<file path="config.mk">
export PLATFORM = sky130hd
export DESIGN_NAME = flash_done_poller
export DESIGN_NICKNAME = d
export VERILOG_FILES = /design/src/rtl/fpoll_pkg.sv /design/src/rtl/fpoll_dp.sv /design/src/rtl/fpoll_ctrl.sv /design/src/rtl/flash_done_poller.sv
export SDC_FILE = /design/constraint.sdc
export NUM_CORES = 1
export LEC_CHECK = 0
export ABC_AREA = 1
export BUFFER_PORTS_ARGS = -buffer_cell sky130_fd_sc_hd__buf_4
export CORE_MARGIN = 8
export CORE_UTILIZATION = 45
export CTS_CLUSTER_DIAMETER = 50
export DETAILED_ROUTE_END_ITERATION = 10
export PLACE_DENSITY_LB_ADDON = 0.1
export RECOVER_POWER = 50
export SLEW_MARGIN = 40
export SYNTH_ARGS = -nofsm -noshare
export SYNTH_HDL_FRONTEND = slang
export SYNTH_SLANG_ARGS = --single-unit
</file>
<file path="constraint.sdc">
create_clock -name clk -period 1.4 [get_ports clk]
set_input_delay 0.14 -clock clk [delete_from_list [all_inputs] [get_ports clk]]
set_output_delay 0.14 -clock clk [all_outputs]
set_load 0.05 [all_outputs]
</file>
<file path="src/rtl/fpoll_pkg.sv">
package fpoll_pkg;

  // Where the run currently stands in its status-read sequence.
  typedef enum logic [1:0] {
    PH_FIRST = 2'd0,  // toggle mode: reference read, no decision
    PH_WATCH = 2'd1,  // ordinary polling
    PH_CHK1  = 2'd2,  // toggle mode: first read after timeout flag
    PH_CHK2  = 2'd3   // final read after timeout flag
  } phase_e;

  // Strobes from control to datapath.
  typedef struct packed {
    logic load;      // capture start parameters, clear verdict
    logic savePrev;  // remember bit 6 of this read
    logic bump;      // count a completed read
    logic finish;    // end run
    logic verdict;   // 1 = pass, valid with finish
  } strobe_t;

endpackage

</file>
<file path="src/rtl/fpoll_dp.sv">
module fpoll_dp
  import fpoll_pkg::*;
#(
  parameter int AW        = 16,
  parameter int MAX_POLLS = 1024
) (
  input  logic          clk,
  input  logic          rstN,
  input  strobe_t       st,
  input  logic [AW-1:0] startAddr,
  input  logic [7:0]    expData,
  input  logic          modeToggle,
  input  logic [7:0]    rdData,
  output logic [AW-1:0] rdAddr,
  output logic          modeQ,
  output logic          match7,
  output logic          same6,
  output logic          errBit,
  output logic          limitHit,
  output logic          done,
  output logic          pass,
  output logic          fail
);

  localparam int CNT_W = (MAX_POLLS < 2) ? 1 : $clog2(MAX_POLLS + 1);

  logic [AW-1:0]    addrQ;
  logic             exp7Q;
  logic             prev6Q;
  logic [CNT_W-1:0] cntQ;
  logic             doneQ, passQ, failQ;

  // Status bits 4..0 and expected bits 6..0 carry no meaning here.
  logic unusedBits;
  assign unusedBits = ^{rdData[4:0], expData[6:0]};

  always_ff @(posedge clk or negedge rstN) begin
    if (!rstN) begin
      addrQ  <= '0;
      exp7Q  <= 1'b0;
      modeQ  <= 1'b0;
      prev6Q <= 1'b0;
      cntQ   <= '0;
      doneQ  <= 1'b0;
      passQ  <= 1'b0;
      failQ  <= 1'b0;
    end else begin
      doneQ <= st.finish;
      if (st.load) begin
        addrQ <= startAddr;
        exp7Q <= expData[7];
        modeQ <= modeToggle;
        cntQ  <= '0;
        passQ <= 1'b0;
        failQ <= 1'b0;
      end
      if (st.savePrev) prev6Q <= rdData[6];
      if (st.bump)     cntQ   <= cntQ + 1'b1;
      if (st.finish) begin
        passQ <= st.verdict;
        failQ <= !st.verdict;
      end
    end
  end

  assign match7 = (rdData[7] == exp7Q);
  assign same6  = (rdData[6] == prev6Q);
  assign errBit = rdData[5];

  generate
    if (MAX_POLLS == 0) begin : g_nolimit
      logic unusedCnt;
      assign unusedCnt = ^cntQ;
      assign limitHit  = 1'b0;
    end else begin : g_limit
      assign limitHit = (cntQ == CNT_W'(MAX_POLLS - 1));
    end
  endgenerate

  assign rdAddr = addrQ;
  assign done   = doneQ;
  assign pass   = passQ;
  assign fail   = failQ;

endmodule

</file>
<file path="src/rtl/fpoll_ctrl.sv">
module fpoll_ctrl
  import fpoll_pkg::*;
(
  input  logic    clk,
  input  logic    rstN,
  input  logic    start,
  input  logic    modeToggle,
  input  logic    rdReady,
  input  logic    modeQ,
  input  logic    match7,
  input  logic    same6,
  input  logic    errBit,
  input  logic    limitHit,
  output strobe_t st,
  output logic    busy
);

  logic   busyQ, busyD;
  phase_e phaseQ, phaseD;
  logic   hit;

  // Completion test for the current mode.
  assign hit = modeQ ? same6 : match7;

  always_comb begin
    st     = '0;
    busyD  = busyQ;
    phaseD = phaseQ;
    if (!busyQ) begin
      if (start) begin
        st.load = 1'b1;
        busyD   = 1'b1;
        phaseD  = modeToggle ? PH_FIRST : PH_WATCH;
      end
    end else if (rdReady) begin
      st.bump = 1'b1;
      unique case (phaseQ)
        PH_FIRST: begin
          st.savePrev = 1'b1;
          phaseD      = PH_WATCH;
          if (limitHit) begin
            st.finish = 1'b1;
            busyD     = 1'b0;
          end
        end
        PH_WATCH: begin
          st.savePrev = 1'b1;
          if (hit) begin
            st.finish  = 1'b1;
            st.verdict = 1'b1;
            busyD      = 1'b0;
          end else if (errBit) begin
            phaseD = modeQ ? PH_CHK1 : PH_CHK2;
          end else if (limitHit) begin
            st.finish = 1'b1;
            busyD     = 1'b0;
          end
        end
        PH_CHK1: begin
          st.savePrev = 1'b1;
          phaseD      = PH_CHK2;
        end
        PH_CHK2: begin
          st.finish  = 1'b1;
          st.verdict = hit;
          busyD      = 1'b0;
        end
      endcase
    end
  end

  always_ff @(posedge clk or negedge rstN) begin
    if (!rstN) begin
      busyQ  <= 1'b0;
      phaseQ <= PH_WATCH;
    end else begin
      busyQ  <= busyD;
      phaseQ <= phaseD;
    end
  end

  assign busy = busyQ;

endmodule

</file>
<file path="src/rtl/flash_done_poller.sv">
module flash_done_poller
  import fpoll_pkg::*;
#(
  parameter int AW        = 16,
  parameter int MAX_POLLS = 1024
) (
  input  logic          clk,
  input  logic          rstN,
  input  logic          start,
  input  logic [AW-1:0] startAddr,
  input  logic [7:0]    expData,
  input  logic          modeToggle,
  output logic [AW-1:0] rdAddr,
  output logic          rdReq,
  input  logic [7:0]    rdData,
  input  logic          rdReady,
  output logic          busy,
  output logic          done,
  output logic          pass,
  output logic          fail
);

  strobe_t st;
  logic    modeQ, match7, same6, errBit, limitHit;

  fpoll_ctrl ctrl_i (
    .clk       (clk),
    .rstN      (rstN),
    .start     (start),
    .modeToggle(modeToggle),
    .rdReady   (rdReady),
    .modeQ     (modeQ),
    .match7    (match7),
    .same6     (same6),
    .errBit    (errBit),
    .limitHit  (limitHit),
    .st        (st),
    .busy      (busy)
  );

  fpoll_dp #(.AW(AW), .MAX_POLLS(MAX_POLLS)) dp_i (
    .clk       (clk),
    .rstN      (rstN),
    .st        (st),
    .startAddr (startAddr),
    .expData   (expData),
    .modeToggle(modeToggle),
    .rdData    (rdData),
    .rdAddr    (rdAddr),
    .modeQ     (modeQ),
    .match7    (match7),
    .same6     (same6),
    .errBit    (errBit),
    .limitHit  (limitHit),
    .done      (done),
    .pass      (pass),
    .fail      (fail)
  );

  assign rdReq = busy;

endmodule

</file>
After elaboration in Yosys (flattened, before gate mapping)
Index checks and enable logic that the tools add are counted.
- $add $sub $neg: 1
- equality and inequality tests: 10
- muxes and demuxes: 31
- reduce and logical (&&, ||, !) cells: 7
- operators with widths (cell ; number):
    11-bit two-way mux ; 2
    1-bit two-way mux ; 18
    11-bit by 1-bit adder with 11-bit output, second input constant ; 1
    11-bit by 10-bit equality test with 1-bit output, second input constant ; 1
    2-bit two-way mux ; 5
    4-bit two-way mux ; 2
    3-bit != test, second input constant ; 2
    1-bit one-hot mux with 3 select lines ; 2
    2-bit one-hot mux with 3 select lines ; 1
    2-bit nonzero test ; 3
    5-bit AND reduction ; 1
    2-bit equality test, second input constant ; 2
    4-bit != test, second input constant ; 1
    3-bit OR reduction ; 1
    1-bit equality test ; 2
    2-bit by 1-bit equality test with 1-bit output, second input constant ; 1
    2-bit zero test ; 1
    2-bit != test, second input constant ; 1
    1-bit one-hot mux with 2 select lines ; 1
    1-bit zero test ; 1
- flip-flop bits (word level): 36
- bits of input ports: 37

Depth between registers and ports, before layout
- depth after elaboration: 9
- depth in mapped cells: 11
- depth with buffers taken out: 11

Cells and area by module
From an unflattened synthesis, not the netlist that was laid out.
- cell total of the unflattened synthesis: 226
- area total of the unflattened synthesis: 1828.0 sq um
- modules (own cells, without submodules) (module ; instances ; cells each ; area an instance (sq um) ; seq. area each (sq um)):
    fpoll_dp ; 1 ; 173 ; 1482.7 ; 825.8
    fpoll_ctrl ; 1 ; 52 ; 337.8 ; 76.3
    flash_done_poller ; 1 ; 1 ; 7.5 ; 0.0

Least setup slack after synthesis
Ideal clock, no wire load.
- path kind: register to register
- from: register ctrl_i.busyQ (netlist: ctrl_i.busy)
- to: register dp_i.cntQ[8]
- library setup time: 0.079 ns
- arrival: 1.494 ns
- path slack: -0.173 ns
- cell stages (with the launch flop): 6
- period minus slack after synthesis: 1.573 ns
- path through: dfrtp_1 > nand2_2 > inv_1 > nand4_1 > nor2_1 > mux2i_1
- word-level cells in the longest chain between the ends: 2
- elaborated cells on any way between the ends: 4
- those cells by class: mux (3); reduce/logical (1)
- ends and longest elaborated chain (element ; line ; text):
    from (decl) ; fpoll_ctrl.sv:18 ; logic busyQ, busyD;
    from (signal assigned) ; fpoll_ctrl.sv:77 ; busyQ <= busyD;
    4-bit two-way mux or 1-bit two-way mux (tied branches) ; fpoll_ctrl.sv:29 ; if (!busyQ) begin
    11-bit two-way mux or 2-bit nonzero test (tied branches) ; -- ;
    to (signal assigned) ; fpoll_dp.sv:58 ; if (st.bump) cntQ <= cntQ + 1'b1;
    to (decl) ; fpoll_dp.sv:30 ; logic [CNT_W-1:0] cntQ;
Several ways; a longest one is shown, not always the timed one.
A chain may end at the register's enable or synchronous reset.

Worst setup path after layout
- from: register ctrl_i.phaseQ[0]
- to: register dp_i.failQ (netlist: dp_i.fail)
- word-level cells in the longest chain between the ends: 6
- elaborated cells on any way between the ends: 10
- those cells by class: eq/ne (2); mux (5); reduce/logical (3)
- ends and longest elaborated chain (element ; line ; text):
    from (decl) ; fpoll_ctrl.sv:19 ; phase_e phaseQ, phaseD;
    from (signal assigned) ; fpoll_ctrl.sv:78 ; phaseQ <= phaseD;
    2-bit equality test or 2-bit by 1-bit equality test with 1-bit output (tied branches) ; fpoll_ctrl.sv:37 ; unique case (phaseQ)
    1-bit one-hot mux with 2 select lines ; fpoll_ctrl.sv:37 ;
    4-bit two-way mux * ; fpoll_ctrl.sv:35 ; end else if (rdReady) begin
    4-bit two-way mux * ; fpoll_ctrl.sv:29 ;
    1-bit zero test ; fpoll_dp.sv:61 ; failQ <= !st.verdict;
    1-bit two-way mux ; fpoll_dp.sv:59 ; if (st.finish) begin
    to (signal assigned) ; fpoll_dp.sv:61 ;
    to (decl) ; fpoll_dp.sv:31 ; logic doneQ, passQ, failQ;
Mark *: on every way between the ends. The rest lies on a longest branch, timed or not.

==> impl_metrics.tcl <==
set metrics [dict create \
    die_x_um 78.2 \
    synth.distinct_cells 23 \
    fin_crit_ns 1.47 \
    grt_max_degree 37 \
    crit_type "reg -> reg" \
    clock_skew_ns 0.00726 \
    powerDensity_mw_per_mm2 2290 \
    cts-root-buf "clkbuf_8" \
    cp.depth 10 \
    critPathTopFamily "flip-flops" \
    cts_buffers 5 \
    synth_nets 261 \
    die_h_um 78.2 \
    fin_setup_tns_ns -0.121 \
    clk_latency_ns 0.30 \
    fin_ws_ns -0.0745 \
    max_freq_mhz 678 \
    synth_area_per_cell_um2 7.95 \
    fin_util 0.661 \
    clock_sinks 36 \
    vias 1610 \
    placed_cells 319 \
    worst_slew_margin_rel 0.421 \
    initial_core_util 0.472 \
    synth_cells 219 \
    areaGrowthSynthToFinish_pct 40.2 \
    ys.warnings.count 0 \
    crit_chain "inv_4 -> ha_4 -> inv_2 -> nor2_1 -> nor2_1 -> nand2_2 -> nand2_2 -> nand2_1 -> nand2_1 -> inv_1" \
    std_cell_rows 22 \
    fin_crit_sh 1.05 \
    gp_congestion 0.841 \
    viasPerCell 4.85 \
    p_leak_nw 1.32 \
    r2r_setup_slack_ns -0.07 \
    h-tree-depth 2 \
    grt_overflow 0 \
    first_iter_violations 54 \
    drc 0 \
    nNetsFinal 325 \
    crit_start "ctrl_i.phaseQ[0]" \
    cp_slowest_cell "dfstp_2" \
    final_cells 332 \
    whs_ns 0.0321 \
    violations "negative setup slack" \
    netlist.area_leader.share 0.503 \
    slew_violations 0 \
    outcome "finished with violations" \
    yosysTopAreaCell "dfrtp_1" \
    r2r_end "dp_i.fail" \
    hp-class "in -> reg" \
    hold_violations 0 \
    cp-endpoint "dp_i.fail" \
    crit_buf_inv 3 \
    tightest_slew_ns 0.868 \
    cp-start-kind "flip-flop" \
    finalSetupViolCount 4 \
    synth_area_mm2 0.00174 \
    core_mm2 0.00369 \
    numPortBuffers 45 \
    ys_seq_area_frac 0.518 \
    die_area_mm2 0.00611 \
    reg2reg_from "ctrl_i.phaseQ[0]" \
    wirelength_um 4290 \
    cap_violations 0 \
    rsz0062_at_grt "yes" \
    insertedDiodeCount 0 \
    grt_pass1_wl_um 7160 \
    cpPeakStageDelay_ns 0.60 \
    drive_gt1_frac 0.356 \
    hpwl_um 3130 \
    crit_required_ns 1.59 \
    wl_per_cell_um 12.9 \
    yosys_register_bits 36 \
    grt_util_all_layers 0.143 \
    dr.pass1.iters 5 \
    crit_fanout 3 \
    endpoint_kind "flip-flop" \
    cts.path.max_buffers 2 \
    ys_top_cells_by_area "dfrtp_1 (50%), nand2_1 (19%), inv_1 (5.6%)" \
    io_pins 58 \
    tritoncts "built" \
    irDropWorstVdd_uv 1360 \
    reg2reg_depth 10 \
    arrival_ns 1.66 \
    power_w 0.00559 \
    antenna_found_initial 0 \
    grt_pass1_vias 1622 \
    ant_nets 0 \
    clk_pin_slew_ns 0.07 \
]
[worst min path at each step]
stage / start / to / slack [ns] / cells after the start
2_1_floorplan: rstN / ctrl_i.busy / -0.16 / 0
3_3_place_gp: rstN / dp_i.cntQ[0] / 0.12 / 1
3_5_place_dp: rstN / dp_i.cntQ[1] / 0.13 / 1
4_1_cts: startAddr[4] / dp_i.rdAddr[4] / 0.03 / 3
5_1_grt: startAddr[10] / dp_i.rdAddr[10] / 0.03 / 3
6_report: startAddr[4] / dp_i.rdAddr[4] / 0.03 / 3
[power breakdown]
group / switching [W] / internal (W)
logic: 0.00200 / 0.000981
clock network: 0.000381 / 0.000528
registers: 0.000265 / 0.00144
total: 0.00264 / 0.00295
[layer usage]
layer  up-vias  global-route usage  routed length (µm)
li1        813                   -                   -
met1       742               0.161                1830
met2        43               0.235                2070
met3        12              0.0524                 276
met4         0              0.0722                 110
met5         -                   0                   0
[worst register-to-register path, cell delays in order, from the launching register on]
cell and delay [ns]:
dfstp_2 0.60, inv_4 0.07, ha_4 0.16, inv_2 0.05, nor2_1 0.05, nor2_1 0.15
nand2_2 0.08, nand2_2 0.07, nand2_1 0.05, nand2_1 0.05, inv_1 0.04
[area by class of cell]
| class | count | area, µm² |
|---|---|---|
| inverter | 26 | 100 |
| clock inverter | 2 | 35.0 |
| multi-input combinational | 152 | 816 |
| sequential | 36 | 905 |
| clock buffer | 6 | 72.6 |
| fill | 330 | 1250 |
| timing repair buffer | 62 | 452 |
| tap | 48 | 60.1 |
[Yosys cell counts (all sizes together)]
cell and count:
a21oi 10, a22o 1, a31oi 2, a32oi 1, buf 2, clkbuf 3, dfrtp 35, dfstp 1
ha 5, inv 26, mux2i 1, nand2 91, nand3 12, nand4 2, nor2 15, nor3 2
o21ai 9, o22ai 1
[through the flow]
stage	worst slack (ns)	area, µm²
floorplan	0.0163	1740
global placement	-0.00751	2210
detailed placement	-0.0518	2210
CTS	-0.0108	2340
global route	-0.143	2440
finish	-0.0745	2440
[cells by family (layout without fill, tap and decap cells)]
family	after synthesis	in the layout	synth area share
AOI/OAI and AO/OA	24	24	0.0755
adders and majority gates	5	5	0.0359
buffers and inverters	31	96	0.0697
DFF	36	36	0.518
muxes	1	1	0.00575
and+or+nand+nor	122	122	0.295
[cell usage in the layout, fill, tap and decap left out, types with 2 or more instances in the layout]
master	n
a21oi_1	10
a31oi_1	2
buf_4	52
clkbuf_2	8
clkbuf_8	5
dfrtp_1	33
dfrtp_2	2
ha_4	3
inv_1	22
inv_2	3
nand2_1	81
nand2_2	8
nand2_4	2
nand3_1	7
nand3_2	5
nand4_1	2
nor2_1	11
nor2_2	3
o21ai_0	6
o21ai_1	2
[flip-flops by register name (all words and copies together), names as in the netlist]
| name | flops |
|---|---|
| dp_i.rdAddr | 16 |
| ctrl_i.phaseQ | 2 |
| dp_i.done | 1 |
| dp_i.pass | 1 |
| ctrl_i.busy | 1 |
| dp_i.prev6Q | 1 |
| dp_i.modeQ | 1 |
| dp_i.cntQ | 11 |
| dp_i.fail | 1 |
| dp_i.exp7Q | 1 |
[repair_timing]
item / in CTS / in global routing
setup endpoints to repair: 6 / 7
hold endpoints to repair: 35 / 0
resized for setup: 7 / 25
hold buffers: 1 / 0
setup buffers: 1 / 3
pin swaps: 4 / 9
(Power assumes the default switching activity.)
